--- config.mk ---
export PLATFORM = sky130hd
export DESIGN_NAME = edf_sched_top
export DESIGN_NICKNAME = d
export VERILOG_FILES = /design/src/rtl/edf_sched_pkg.sv /design/src/rtl/edf_tick_timer.sv /design/src/rtl/edf_task_slot.sv /design/src/rtl/edf_best_pick.sv /design/src/rtl/edf_sched_top.sv
export SDC_FILE = /design/constraint.sdc
export NUM_CORES = 2
export LEC_CHECK = 0
export BUFFER_PORTS_ARGS = -buffer_cell sky130_fd_sc_hd__clkbuf_2
export CELL_PAD_IN_SITES_DETAIL_PLACEMENT = 1
export CELL_PAD_IN_SITES_GLOBAL_PLACEMENT = 1
export CORE_UTILIZATION = 46
export CTS_CLUSTER_SIZE = 14
export DETAILED_ROUTE_END_ITERATION = 16
export PLACE_DENSITY = 0.86
export SLEW_MARGIN = 20
export SYNTH_ARGS = -nofsm -noshare
export SYNTH_HDL_FRONTEND = slang
export SYNTH_SLANG_ARGS = --single-unit
--- constraint.sdc ---
create_clock -name clk -period 18.4 [get_ports clk]
set_input_delay 0.92 -clock clk [delete_from_list [all_inputs] [get_ports clk]]
set_output_delay 0.92 -clock clk [all_outputs]
set_load 0.1 [all_outputs]
--- src/rtl/edf_sched_pkg.sv ---
package edf_sched_pkg;
  localparam int ID_W = 8;
  localparam logic [ID_W-1:0] IDLE_ID = '1;

  typedef enum logic [1:0] {
    ST_EMPTY = 2'd0,
    ST_SLEEP = 2'd1,
    ST_READY = 2'd2,
    ST_RUN   = 2'd3
  } slot_st_e;

  typedef enum logic [1:0] {
    OP_CFG     = 2'd0,
    OP_ADD     = 2'd1,
    OP_RUN     = 2'd2,
    OP_PREEMPT = 2'd3
  } cmd_op_e;
endpackage

--- src/rtl/edf_tick_timer.sv ---
module edf_tick_timer #(
  parameter int TIME_W = 16
) (
  input  logic              clk,
  input  logic              rst_n,
  input  logic              restart,
  input  logic              running,
  input  logic [TIME_W-1:0] period,
  output logic              tick,
  output logic [TIME_W-1:0] now,
  output logic [TIME_W-1:0] now_nx
);
  logic [TIME_W-1:0] div_q, div_d, now_q, now_d;
  logic              tmr_en;

  always_comb begin
    tick   = running && !restart && ((div_q + TIME_W'(1)) >= period);
    div_d  = div_q;
    now_d  = now_q;
    if (restart) begin
      div_d = '0;
    end else if (running) begin
      if (tick) begin
        div_d = '0;
        now_d = now_q + TIME_W'(1);
      end else begin
        div_d = div_q + TIME_W'(1);
      end
    end
    tmr_en = restart || running;
  end

  always_ff @(posedge clk or negedge rst_n) begin
    if (!rst_n) begin
      div_q <= '0;
      now_q <= '0;
    end else if (tmr_en) begin
      div_q <= div_d;
      now_q <= now_d;
    end
  end

  assign now    = now_q;
  assign now_nx = now_d;


  now_step_chk: assert property (@(posedge clk) disable iff (!rst_n)
    (now_q == $past(now_q)) || (now_q == $past(now_q) + TIME_W'(1)));


  cfg_hold_chk: assert property (@(posedge clk) disable iff (!rst_n)
    $past(restart) |-> (now_q == $past(now_q)));
endmodule

--- src/rtl/edf_task_slot.sv ---
module edf_task_slot
  import edf_sched_pkg::*;
#(
  parameter int TIME_W = 16,
  parameter int PRIO_W = 8
) (
  input  logic              clk,
  input  logic              rst_n,
  input  logic              tick,
  input  logic [TIME_W-1:0] now_nx,
  input  logic              use_prio,
  input  logic              add_en,
  input  logic [TIME_W-1:0] add_rel,
  input  logic [TIME_W-1:0] add_per,
  input  logic [PRIO_W-1:0] add_prio,
  input  logic              to_sleep,
  input  logic              to_ready,
  input  logic              to_run,
  output logic              is_ready,
  output logic [TIME_W-1:0] key
);
  slot_st_e          st_q, st_d;
  logic [TIME_W-1:0] rel_q, rel_d, per_q, per_d, dl_q, dl_d;
  logic [PRIO_W-1:0] prio_q, prio_d;
  logic              due, upd;

  always_comb begin
    due    = tick && (st_q == ST_SLEEP) && (rel_q <= now_nx);
    st_d   = st_q;
    rel_d  = rel_q;
    per_d  = per_q;
    dl_d   = dl_q;
    prio_d = prio_q;
    if (due) begin
      st_d  = ST_READY;
      dl_d  = rel_q + per_q;
      rel_d = rel_q + per_q;
    end
    if (to_sleep) st_d = ST_SLEEP;
    if (to_ready) st_d = ST_READY;
    if (to_run)   st_d = ST_RUN;
    if (add_en) begin
      st_d   = ST_SLEEP;
      rel_d  = add_rel;
      per_d  = add_per;
      dl_d   = add_rel;
      prio_d = add_prio;
    end
    upd = due || to_sleep || to_ready || to_run || add_en;
  end

  always_ff @(posedge clk or negedge rst_n) begin
    if (!rst_n) begin
      st_q   <= ST_EMPTY;
      rel_q  <= '0;
      per_q  <= '0;
      dl_q   <= '0;
      prio_q <= '0;
    end else if (upd) begin
      st_q   <= st_d;
      rel_q  <= rel_d;
      per_q  <= per_d;
      dl_q   <= dl_d;
      prio_q <= prio_d;
    end
  end

  assign is_ready = (st_q == ST_READY);
  assign key      = use_prio ? TIME_W'(prio_q) : dl_q;


  release_dl_chk: assert property (@(posedge clk) disable iff (!rst_n)
    ((st_q == ST_READY) && ($past(st_q) == ST_SLEEP)) |->
      ((dl_q == $past(rel_q) + $past(per_q)) && (rel_q == dl_q)));


  sleep_keep_chk: assert property (@(posedge clk) disable iff (!rst_n)
    ((st_q == ST_SLEEP) && ($past(st_q) == ST_RUN)) |-> $stable(rel_q));
endmodule

--- src/rtl/edf_best_pick.sv ---
module edf_best_pick #(
  parameter int N      = 8,
  parameter int TIME_W = 16,
  parameter int ID_W   = 8
) (
  input  logic                     clk,
  input  logic                     rst_n,
  input  logic [N-1:0]             vld,
  input  logic [N-1:0][TIME_W-1:0] keys,
  output logic                     found,
  output logic [ID_W-1:0]          best_id,
  output logic [TIME_W-1:0]        best_key
);
  always_comb begin
    found    = 1'b0;
    best_id  = '0;
    best_key = '0;
    for (int i = 0; i < N; i++) begin
      if (vld[i] && (!found || (keys[i] < best_key))) begin
        found    = 1'b1;
        best_id  = ID_W'(i);
        best_key = keys[i];
      end
    end
  end

  for (genvar g = 0; g < N; g++) begin : g_chk

    min_key_chk: assert property (@(posedge clk) disable iff (!rst_n)
      vld[g] |-> (found && (best_key <= keys[g])));
  end
endmodule

--- src/rtl/edf_sched_top.sv ---
module edf_sched_top
  import edf_sched_pkg::*;
#(
  parameter int N_TASKS = 8,
  parameter int TIME_W  = 16,
  parameter int PRIO_W  = 8
) (
  input  logic              clk,
  input  logic              rst_n,
  input  logic              cmd_valid,
  input  logic [1:0]        cmd_op,
  input  logic [7:0]        cmd_id,
  input  logic [TIME_W-1:0] cmd_time,
  input  logic [TIME_W-1:0] cmd_span,
  input  logic [PRIO_W-1:0] cmd_prio,
  output logic [TIME_W-1:0] now,
  output logic [7:0]        run_id,
  output logic              preempt_flag
);
  cmd_op_e                      op;
  logic                         is_cfg, is_add, is_run, is_pre;
  logic [TIME_W-1:0]            per_q;
  logic                         pol_q, started_q;
  logic                         tick;
  logic [TIME_W-1:0]            now_nx;
  logic [N_TASKS-1:0]           rdy_vec;
  logic [N_TASKS-1:0][TIME_W-1:0] key_vec;
  logic                         found;
  logic [ID_W-1:0]              best_id;
  logic [TIME_W-1:0]            best_key, run_key;
  logic [ID_W-1:0]              run_q, run_d;
  logic                         run_valid, run_en, pre_switch, do_switch;

  assign op     = cmd_op_e'(cmd_op);
  assign is_cfg = cmd_valid && (op == OP_CFG);
  assign is_add = cmd_valid && (op == OP_ADD);
  assign is_run = cmd_valid && (op == OP_RUN);
  assign is_pre = cmd_valid && (op == OP_PREEMPT);

  always_ff @(posedge clk or negedge rst_n) begin
    if (!rst_n) begin
      per_q     <= '0;
      pol_q     <= 1'b0;
      started_q <= 1'b0;
    end else if (is_cfg) begin
      per_q     <= cmd_time;
      pol_q     <= cmd_prio[0];
      started_q <= 1'b1;
    end
  end

  edf_tick_timer #(.TIME_W(TIME_W)) u_timer (
    .clk(clk), .rst_n(rst_n), .restart(is_cfg), .running(started_q),
    .period(per_q), .tick(tick), .now(now), .now_nx(now_nx)
  );

  for (genvar g = 0; g < N_TASKS; g++) begin : g_slot
    edf_task_slot #(.TIME_W(TIME_W), .PRIO_W(PRIO_W)) u_slot (
      .clk(clk), .rst_n(rst_n), .tick(tick), .now_nx(now_nx), .use_prio(pol_q),
      .add_en(is_add && (cmd_id == ID_W'(g))),
      .add_rel(cmd_time), .add_per(cmd_span), .add_prio(cmd_prio),
      .to_sleep(is_run && run_valid && (run_q == ID_W'(g))),
      .to_ready(pre_switch && run_valid && (run_q == ID_W'(g))),
      .to_run(do_switch && (best_id == ID_W'(g))),
      .is_ready(rdy_vec[g]), .key(key_vec[g])
    );
  end

  edf_best_pick #(.N(N_TASKS), .TIME_W(TIME_W), .ID_W(ID_W)) u_pick (
    .clk(clk), .rst_n(rst_n), .vld(rdy_vec), .keys(key_vec),
    .found(found), .best_id(best_id), .best_key(best_key)
  );

  always_comb begin
    run_valid = (run_q != IDLE_ID);
    run_key   = '0;
    for (int i = 0; i < N_TASKS; i++) begin
      if (run_valid && (run_q == ID_W'(i))) run_key = key_vec[i];
    end
    preempt_flag = found && (!run_valid || (best_key < run_key));
    pre_switch   = is_pre && preempt_flag;
    do_switch    = (is_run && found) || pre_switch;
    run_d        = run_q;
    if (is_run)                                       run_d = found ? best_id : IDLE_ID;
    else if (pre_switch)                              run_d = best_id;
    else if (is_add && run_valid && (cmd_id == run_q)) run_d = IDLE_ID;
    run_en = is_run || pre_switch || is_add;
  end

  always_ff @(posedge clk or negedge rst_n) begin
    if (!rst_n)      run_q <= IDLE_ID;
    else if (run_en) run_q <= run_d;
  end

  assign run_id = run_q;


  settle_flag_chk: assert property (@(posedge clk) disable iff (!rst_n)
    $past(is_run && !tick) |-> !preempt_flag);


  idle_pick_chk: assert property (@(posedge clk) disable iff (!rst_n)
    $past(is_run && !found) |-> (run_q == IDLE_ID));
endmodule

Yosys cells after proc, flatten, opt, wreduce, memory -nomap -nowiden

Cells that the tools add are included.

Bits of input ports: 53
Register bits: 394
Word-level logic and storage cells: 389
Bits in read-only memories: 0
Bits in writable memories: 0
Output and inout port bits: 25
Memories kept: 0
Latch bits: 0

Div/mod/pow operators: 0
Bitwise gates (word level): 0
Reduce and logical (&&, ||, !) cells: 177
Equality and inequality tests: 42
Add/sub/neg operators: 10
Multipliers: 0
Multiplexer cells: 105
Magnitude comparators: 17
Shift-type cells: 0

Operator list:

| cell                    | count |
|---|---|
| $mux W16                | 46 |
| $add A16 B16 Y16        | 8 |
| $le A16 B16 Y1          | 8 |
| $lt A16 B16 Y1          | 8 |
| $eq A8 B3 Y1 const B    | 12 |
| $mux W2                 | 42 |
| $logic_and A1 B1 Y1     | 76 |
| $reduce_and A2 Y1       | 26 |
| $eq A8 B2 Y1 const B    | 6 |
| $logic_or A1 B1 Y1      | 44 |
| $reduce_bool A5 Y1      | 8 |
| $add A16 B1 Y16 const B | 2 |
| $mux W8                 | 4 |
| $eq A8 B1 Y1 const B    | 3 |
| $logic_not A8 Y1        | 3 |
| $eq A2 B2 Y1 const B    | 10 |
| $eq A2 B1 Y1 const B    | 9 |
| $reduce_bool A2 Y1      | 9 |
| $ge A16 B16 Y1          | 1 |
| $mux W3                 | 4 |
| $logic_not A1 Y1        | 9 |
| $mux W1                 | 9 |
| $eq A8 B8 Y1            | 1 |
| $ne A8 B8 Y1 const B    | 1 |
| other kinds (2)         | 2 |

Longest topological paths before layout

Depth in word-level cells: 40
Depth in mapped cells: 106
Mapped depth without buffers: 93

Hierarchy

A second synthesis with hierarchy kept.

Cell total of the unflattened synthesis: 3895
Area total of the unflattened synthesis: 35600.4 um^2

By module, submodules not included:

| module                               | seq. area each (um^2) | instances | area an instance (um^2) | cells each |
|---|---|---|---|---|
| edf_task_slot (g_slot[0].u_slot ...) | 1051.0                | 5         | 3183.1                  | 335 |
| edf_task_slot (g_slot[5].u_slot ...) | 1051.0                | 3         | 3206.8                  | 326 |
| edf_best_pick                        | 0.0                   | 1         | 4890.9                  | 662 |
| edf_sched_top                        | 660.6                 | 1         | 2746.4                  | 334 |
| edf_tick_timer                       | 800.8                 | 1         | 2427.3                  | 246 |

Least setup slack after synthesis

Ideal clock, no wire load.

Path type: register to output
Start: register pol_q
End: output preempt_flag
Buffers on the path: 15
Path slack: -2.627 ns
Cell stages (with the launch flop): 99
Data arrival time: 20.107 ns
Data required time: 17.480 ns
Cell sequence: dfrtp_1 > buf_6 > buf_2 > buf_1 > clkbuf_1 > buf_1 > nor2b_1 > ha_1 > nand4_1 > or3_1 > and3_1 > a22oi_1 > clkbuf_1 > clkbuf_1 > and3_1 > a21oi_1 > ha_1 > a2111oi_0 > [63 not listed] > a311oi_2 > nor2_1 > buf_2 > mux2i_1 > ha_1 > a21oi_1 > nor2b_1 > o21ai_0 > nand2b_1 > a21oi_1 > nor2b_1 > o21ai_0 > nand2b_1 > a21oi_1 > o211ai_1 > a31oi_1 > a41oi_4 > a21oi_1

Longest elaborated chain between the ends: 33
Elaborated cells on any way between the ends: 61
Those cells by class: order compare: 8; mux: 31; reduce/logical: 22

RTL lines:

| item                                                      | line                | text |
|---|---|---|
| from (decl)                                               | edf_sched_top.sv:23 | `logic pol_q, started_q;` |
| from (signal assigned)                                    | edf_sched_top.sv:47 | `pol_q <= cmd_prio[0];` |
| $mux W16                                                  | edf_task_slot.sv:69 | `assign key = use_prio ? TIME_W'(prio_q) : dl_q;` |
| $mux W16                                                  | edf_best_pick.sv:19 | `if (vld[i] && (!found \|\| (keys[i] < best_key))) begin` |
| $lt A16 B16 Y1                                            | edf_best_pick.sv:19 |  |
| $logic_or A1 B1 Y1                                        | edf_best_pick.sv:19 |  |
| $logic_and A1 B1 Y1                                       | edf_best_pick.sv:19 |  |
| $mux W16 / $mux W1 (equally long branches)                | edf_best_pick.sv:19 |  |
| $lt A16 B16 Y1 / $logic_not A1 Y1 (equally long branches) | edf_best_pick.sv:19 |  |
| $logic_or A1 B1 Y1                                        | edf_best_pick.sv:19 |  |
| [17 not listed]                                           | --                  |  |
| $mux W16 / $mux W1 (equally long branches)                | edf_best_pick.sv:19 |  |
| $lt A16 B16 Y1 / $logic_not A1 Y1 (equally long branches) | edf_best_pick.sv:19 |  |
| $logic_or A1 B1 Y1                                        | edf_best_pick.sv:19 |  |
| $logic_and A1 B1 Y1                                       | edf_best_pick.sv:19 |  |
| $mux W16                                                  | edf_best_pick.sv:19 |  |
| $lt A16 B16 Y1                                            | edf_sched_top.sv:80 | `preempt_flag = found && (!run_valid \|\| (best_key < run_key));` |
| $logic_or A1 B1 Y1                                        | edf_sched_top.sv:80 |  |
| $logic_and A1 B1 Y1 *                                     | edf_sched_top.sv:80 |  |
| to (decl)                                                 | edf_sched_top.sv:18 | `output logic preempt_flag` |

Every way passes the cells marked *; elsewhere a longest branch is shown, timed or not.

Worst setup path after layout

Ends and elaborated chain as after synthesis.

==> impl_metrics.json <==
{
  "chipWidth_um": 261,
  "n_fill_cell": 7488,
  "synthFlopType": "dfrtp_1",
  "start_util_pct": 46.8,
  "setup_ws_ns": -0.338,
  "first_pass_iters": 6,
  "routed_via_density": 6.45,
  "grt_first_pass_wirelength_um": 192000,
  "drt_wl_total_um": 129000,
  "path_clk_slew_ns": 0.06,
  "drc": 0,
  "place_congestion": 0.971,
  "fin_crit_ns": 18.74,
  "grt_max_degree": 136,
  "netlist_instances": 3376,
  "cap_violations": 0,
  "setup_tns_ns": -0.338,
  "hold_buffers": 0,
  "worst_slew_pin_slew_ns": 1.15,
  "rr_startpoint": "pol_q$_DFFE_PN0P_",
  "synth_edf_count": 0,
  "clockRootBuffer": "clkbuf_16",
  "slowest_delay_ns": 0.53,
  "critPathCapture": "preempt_flag",
  "report.final.slew_viol_count": 0,
  "status": "finished, violations left",
  "cp-start-kind": "flip-flop",
  "cts_tree": "yes",
  "violations": "setup timing",
  "ios": 78,
  "grt_pass1_vias": 30700,
  "ys_seq_elements": 390,
  "path_max_fanout": 8,
  "rsz0062_at_grt": "true",
  "ys_seq_area_share_pct": 31.6,
  "detail-route-antenna-nets": 0,
  "relSlewSlack_pct": 22.5,
  "dieArea_um2": 68300,
  "num_vias": 29000,
  "cpLargestDelayFamily": "compound AO/OA/AOI/OAI gates",
  "worstSkewPairLatency_ns": 0.61,
  "end_kind": "primary output",
  "worstSetupStartpoint": "pol_q$_DFFE_PN0P_",
  "area_growth_syn_to_layout_pct": 17.6,
  "clock_sinks": 390,
  "peakVddDrop_uv": 70.0,
  "path_buf_inv": 7,
  "drive_gt1_share_pct": 22.6,
  "required_ns": 17.48,
  "fmax_mhz": 53.4,
  "grt_remaining_overflow": 0,
  "hp-class": "in2async",
  "core_um2": 66100,
  "reg2reg_to": "g_slot[1].u_slot.st_q[0]$_DFFE_PN0P_",
  "ys_types": 87,
  "wl_per_cell_um": 28.7,
  "finalHoldViolations": 0,
  "netlist_area_um2": 30900,
  "nets": 4044,
  "fin_crit_sh_pct": 102,
  "syn-num-nets": 3821,
  "setup_violations": 1,
  "die_h_um": 261,
  "r2r_cells": 92,
  "hpwl_um": 96200,
  "crit_type": "reg2out",
  "numCtsBuffers": 46,
  "drt_iter0_markers": 2476,
  "synthArstFlopShare_pct": 100,
  "power.density_nw_per_um2": 62.4,
  "rrSetupSlack_ns": 0.32,
  "cp_num_cells": 88,
  "synth-warning-count": 0,
  "num_rows": 94,
  "h-tree-depth": 2,
  "portBuffers": 77,
  "cpMaxStageDelayCell": "dfrtp_4",
  "synth.avg_cell_area_um2": 9.16,
  "antenna_found_initial": 10,
  "clockBufferDepth": 3,
  "power_mw": 2.27,
  "skew_ns": 0.0235,
  "cp_common_cell": "a21o_1",
  "track_usage_pct": 37.6,
  "cp.arrival_ns": 17.82,
  "p_leak_nw": 18.1
}
[cells in the mapped netlist (12+ instances only)]
library cell	count	area share [%]
inv_1	206	2.5
nor2b_1	77	1.6
xnor2_1	71	2.0
a211oi_1	19	0.46
a31oi_1	12	0.24
o21a_1	22	0.53
a21o_1	88	2.1
or3_1	16	0.32
nand2_1	239	2.9
and3_1	21	0.42
a21boi_0	43	1.0
nor2_1	267	3.2
nand2b_1	52	1.1
buf_1	12	0.15
nor4_1	14	0.28
xor2_1	36	1.0
o22ai_1	24	0.49
ha_1	384	16
a21oi_1	265	4.3
nand4_1	55	1.1
clkbuf_1	120	1.5
a22oi_1	18	0.44
mux2_2	239	8.7
nand3_1	42	0.68
mux2i_1	171	5.5
o211ai_1	16	0.39
o21ai_0	265	4.3
dfrtp_1	386	31
nor3_1	20	0.32
a32o_1	13	0.42
[cell families after synthesis]
logic type	share of synthesized area, %
compound gates	17.6
simple gates	13.0
mux	14.4
fa+ha+maj	16.1
flops	31.6
buf+inv	4.32
xor+xnor	3.03
[registers in the layout (all words and copies together) (netlist names), 4 cells and up]
register / count
g_slot.u_slot.prio_q: 64
u_timer.now: 16
run_id: 4
g_slot.u_slot.per_q: 128
g_slot.u_slot.st_q: 16
g_slot.u_slot.rel_q: 128
u_timer.div_q: 16
per_q: 16
[power breakdown]
part | internal (mW) | switching [mW] | leakage [nW] | total (mW)
sequential | 0.885 | 0.0340 | 5.22 | 0.919
combinational | 0.147 | 0.251 | 12.1 | 0.398
clock | 0.554 | 0.398 | 0.744 | 0.952
total | 1.59 | 0.683 | 18.1 | 2.27
[what timing repair did]
item	CTS	global route
setup buffers	45	35
gates cloned	2	1
pin swaps	33	86
setup endpoints to repair	21	21
gates resized for setup	72	133
[per-stage QoR]
| stage | std cells | instance area [µm²] | worst slack, ns | util [%] | hold slack [ns] |
|---|---|---|---|---|---|
| after detailed placement | 4333 | 33300 | -0.583 | 50.4 | 0.488 |
| final | 4501 | 36400 | -0.338 | 55.0 | 0.414 |
| after global routing | 4500 | 36400 | -1.00 | 55.0 | 0.484 |
| after global placement | 4333 | 33300 | 0.184 | 50.4 | 0.481 |
| after floorplan | 3376 | 31100 | 0.00543 | - | 0.474 |
| after CTS | 4458 | 35500 | 0.0103 | 53.7 | 0.432 |
[per-layer routing]
layer | vias up | track usage [%] | routed length (µm)
met5 | - | 0 | 0
li1 | 12600 | - | -
met4 | 0 | 24.7 | 10000
met1 | 14600 | 46.4 | 50600
met3 | 460 | 7.38 | 10300
met2 | 1335 | 59.9 | 58300
[layout make-up]
cell class	instances	area (µm²)	area share, %
Multi-Input combinational cell	2641	20900	57.5
Sequential cell	390	9770	26.9
Timing Repair Buffer	314	2310	6.36
Clock buffer	63	1320	3.62
Tap cell	864	1080	2.97
Inverter	206	773	2.13
Clock inverter	15	189	0.520
Antenna cell	8	20.0	0.0551
[worst min-delay path by stage]
stage	start	endpoint	slack (ns)	cells past startpoint
global placement	g_slot[1].u_slot.prio_q[6]$_DFFE_PN0P_	g_slot[1].u_slot.prio_q[6]$_DFFE_PN0P_	0.48	1
finish	rst_n	g_slot[5].u_slot.rel_q[0]$_DFFE_PN0P_	0.41	1
detailed placement	g_slot[1].u_slot.prio_q[7]$_DFFE_PN0P_	g_slot[1].u_slot.prio_q[7]$_DFFE_PN0P_	0.49	1
global route	rst_n	g_slot[5].u_slot.per_q[0]$_DFFE_PN0P_	0.48	1
CTS	rst_n	g_slot[5].u_slot.per_q[1]$_DFFE_PN0P_	0.43	1
floorplan	g_slot[1].u_slot.prio_q[6]$_DFFE_PN0P_	g_slot[1].u_slot.prio_q[6]$_DFFE_PN0P_	0.47	1
[layout by cell type, fill, tap and decap left out, drive strengths merged, types with 21 or more instances in the layout]
cell type | synthesis | routed
nand2 | 239 | 239
nor2 | 268 | 269
ha | 384 | 384
xnor2 | 71 | 71
clkbuf | 120 | 138
and3 | 21 | 21
a21boi | 43 | 43
nand3 | 42 | 42
a21oi | 266 | 267
o22ai | 24 | 24
buf | 21 | 239
a21o | 88 | 88
o21a | 22 | 22
o21ai | 270 | 270
nand4 | 55 | 55
nor3 | 21 | 21
mux2 | 241 | 241
dfrtp | 386 | 386
inv | 206 | 209
nor2b | 77 | 77
nand2b | 52 | 52
mux2i | 172 | 172
xor2 | 36 | 36
No activity file was read; power rests on OpenSTA's default activity.
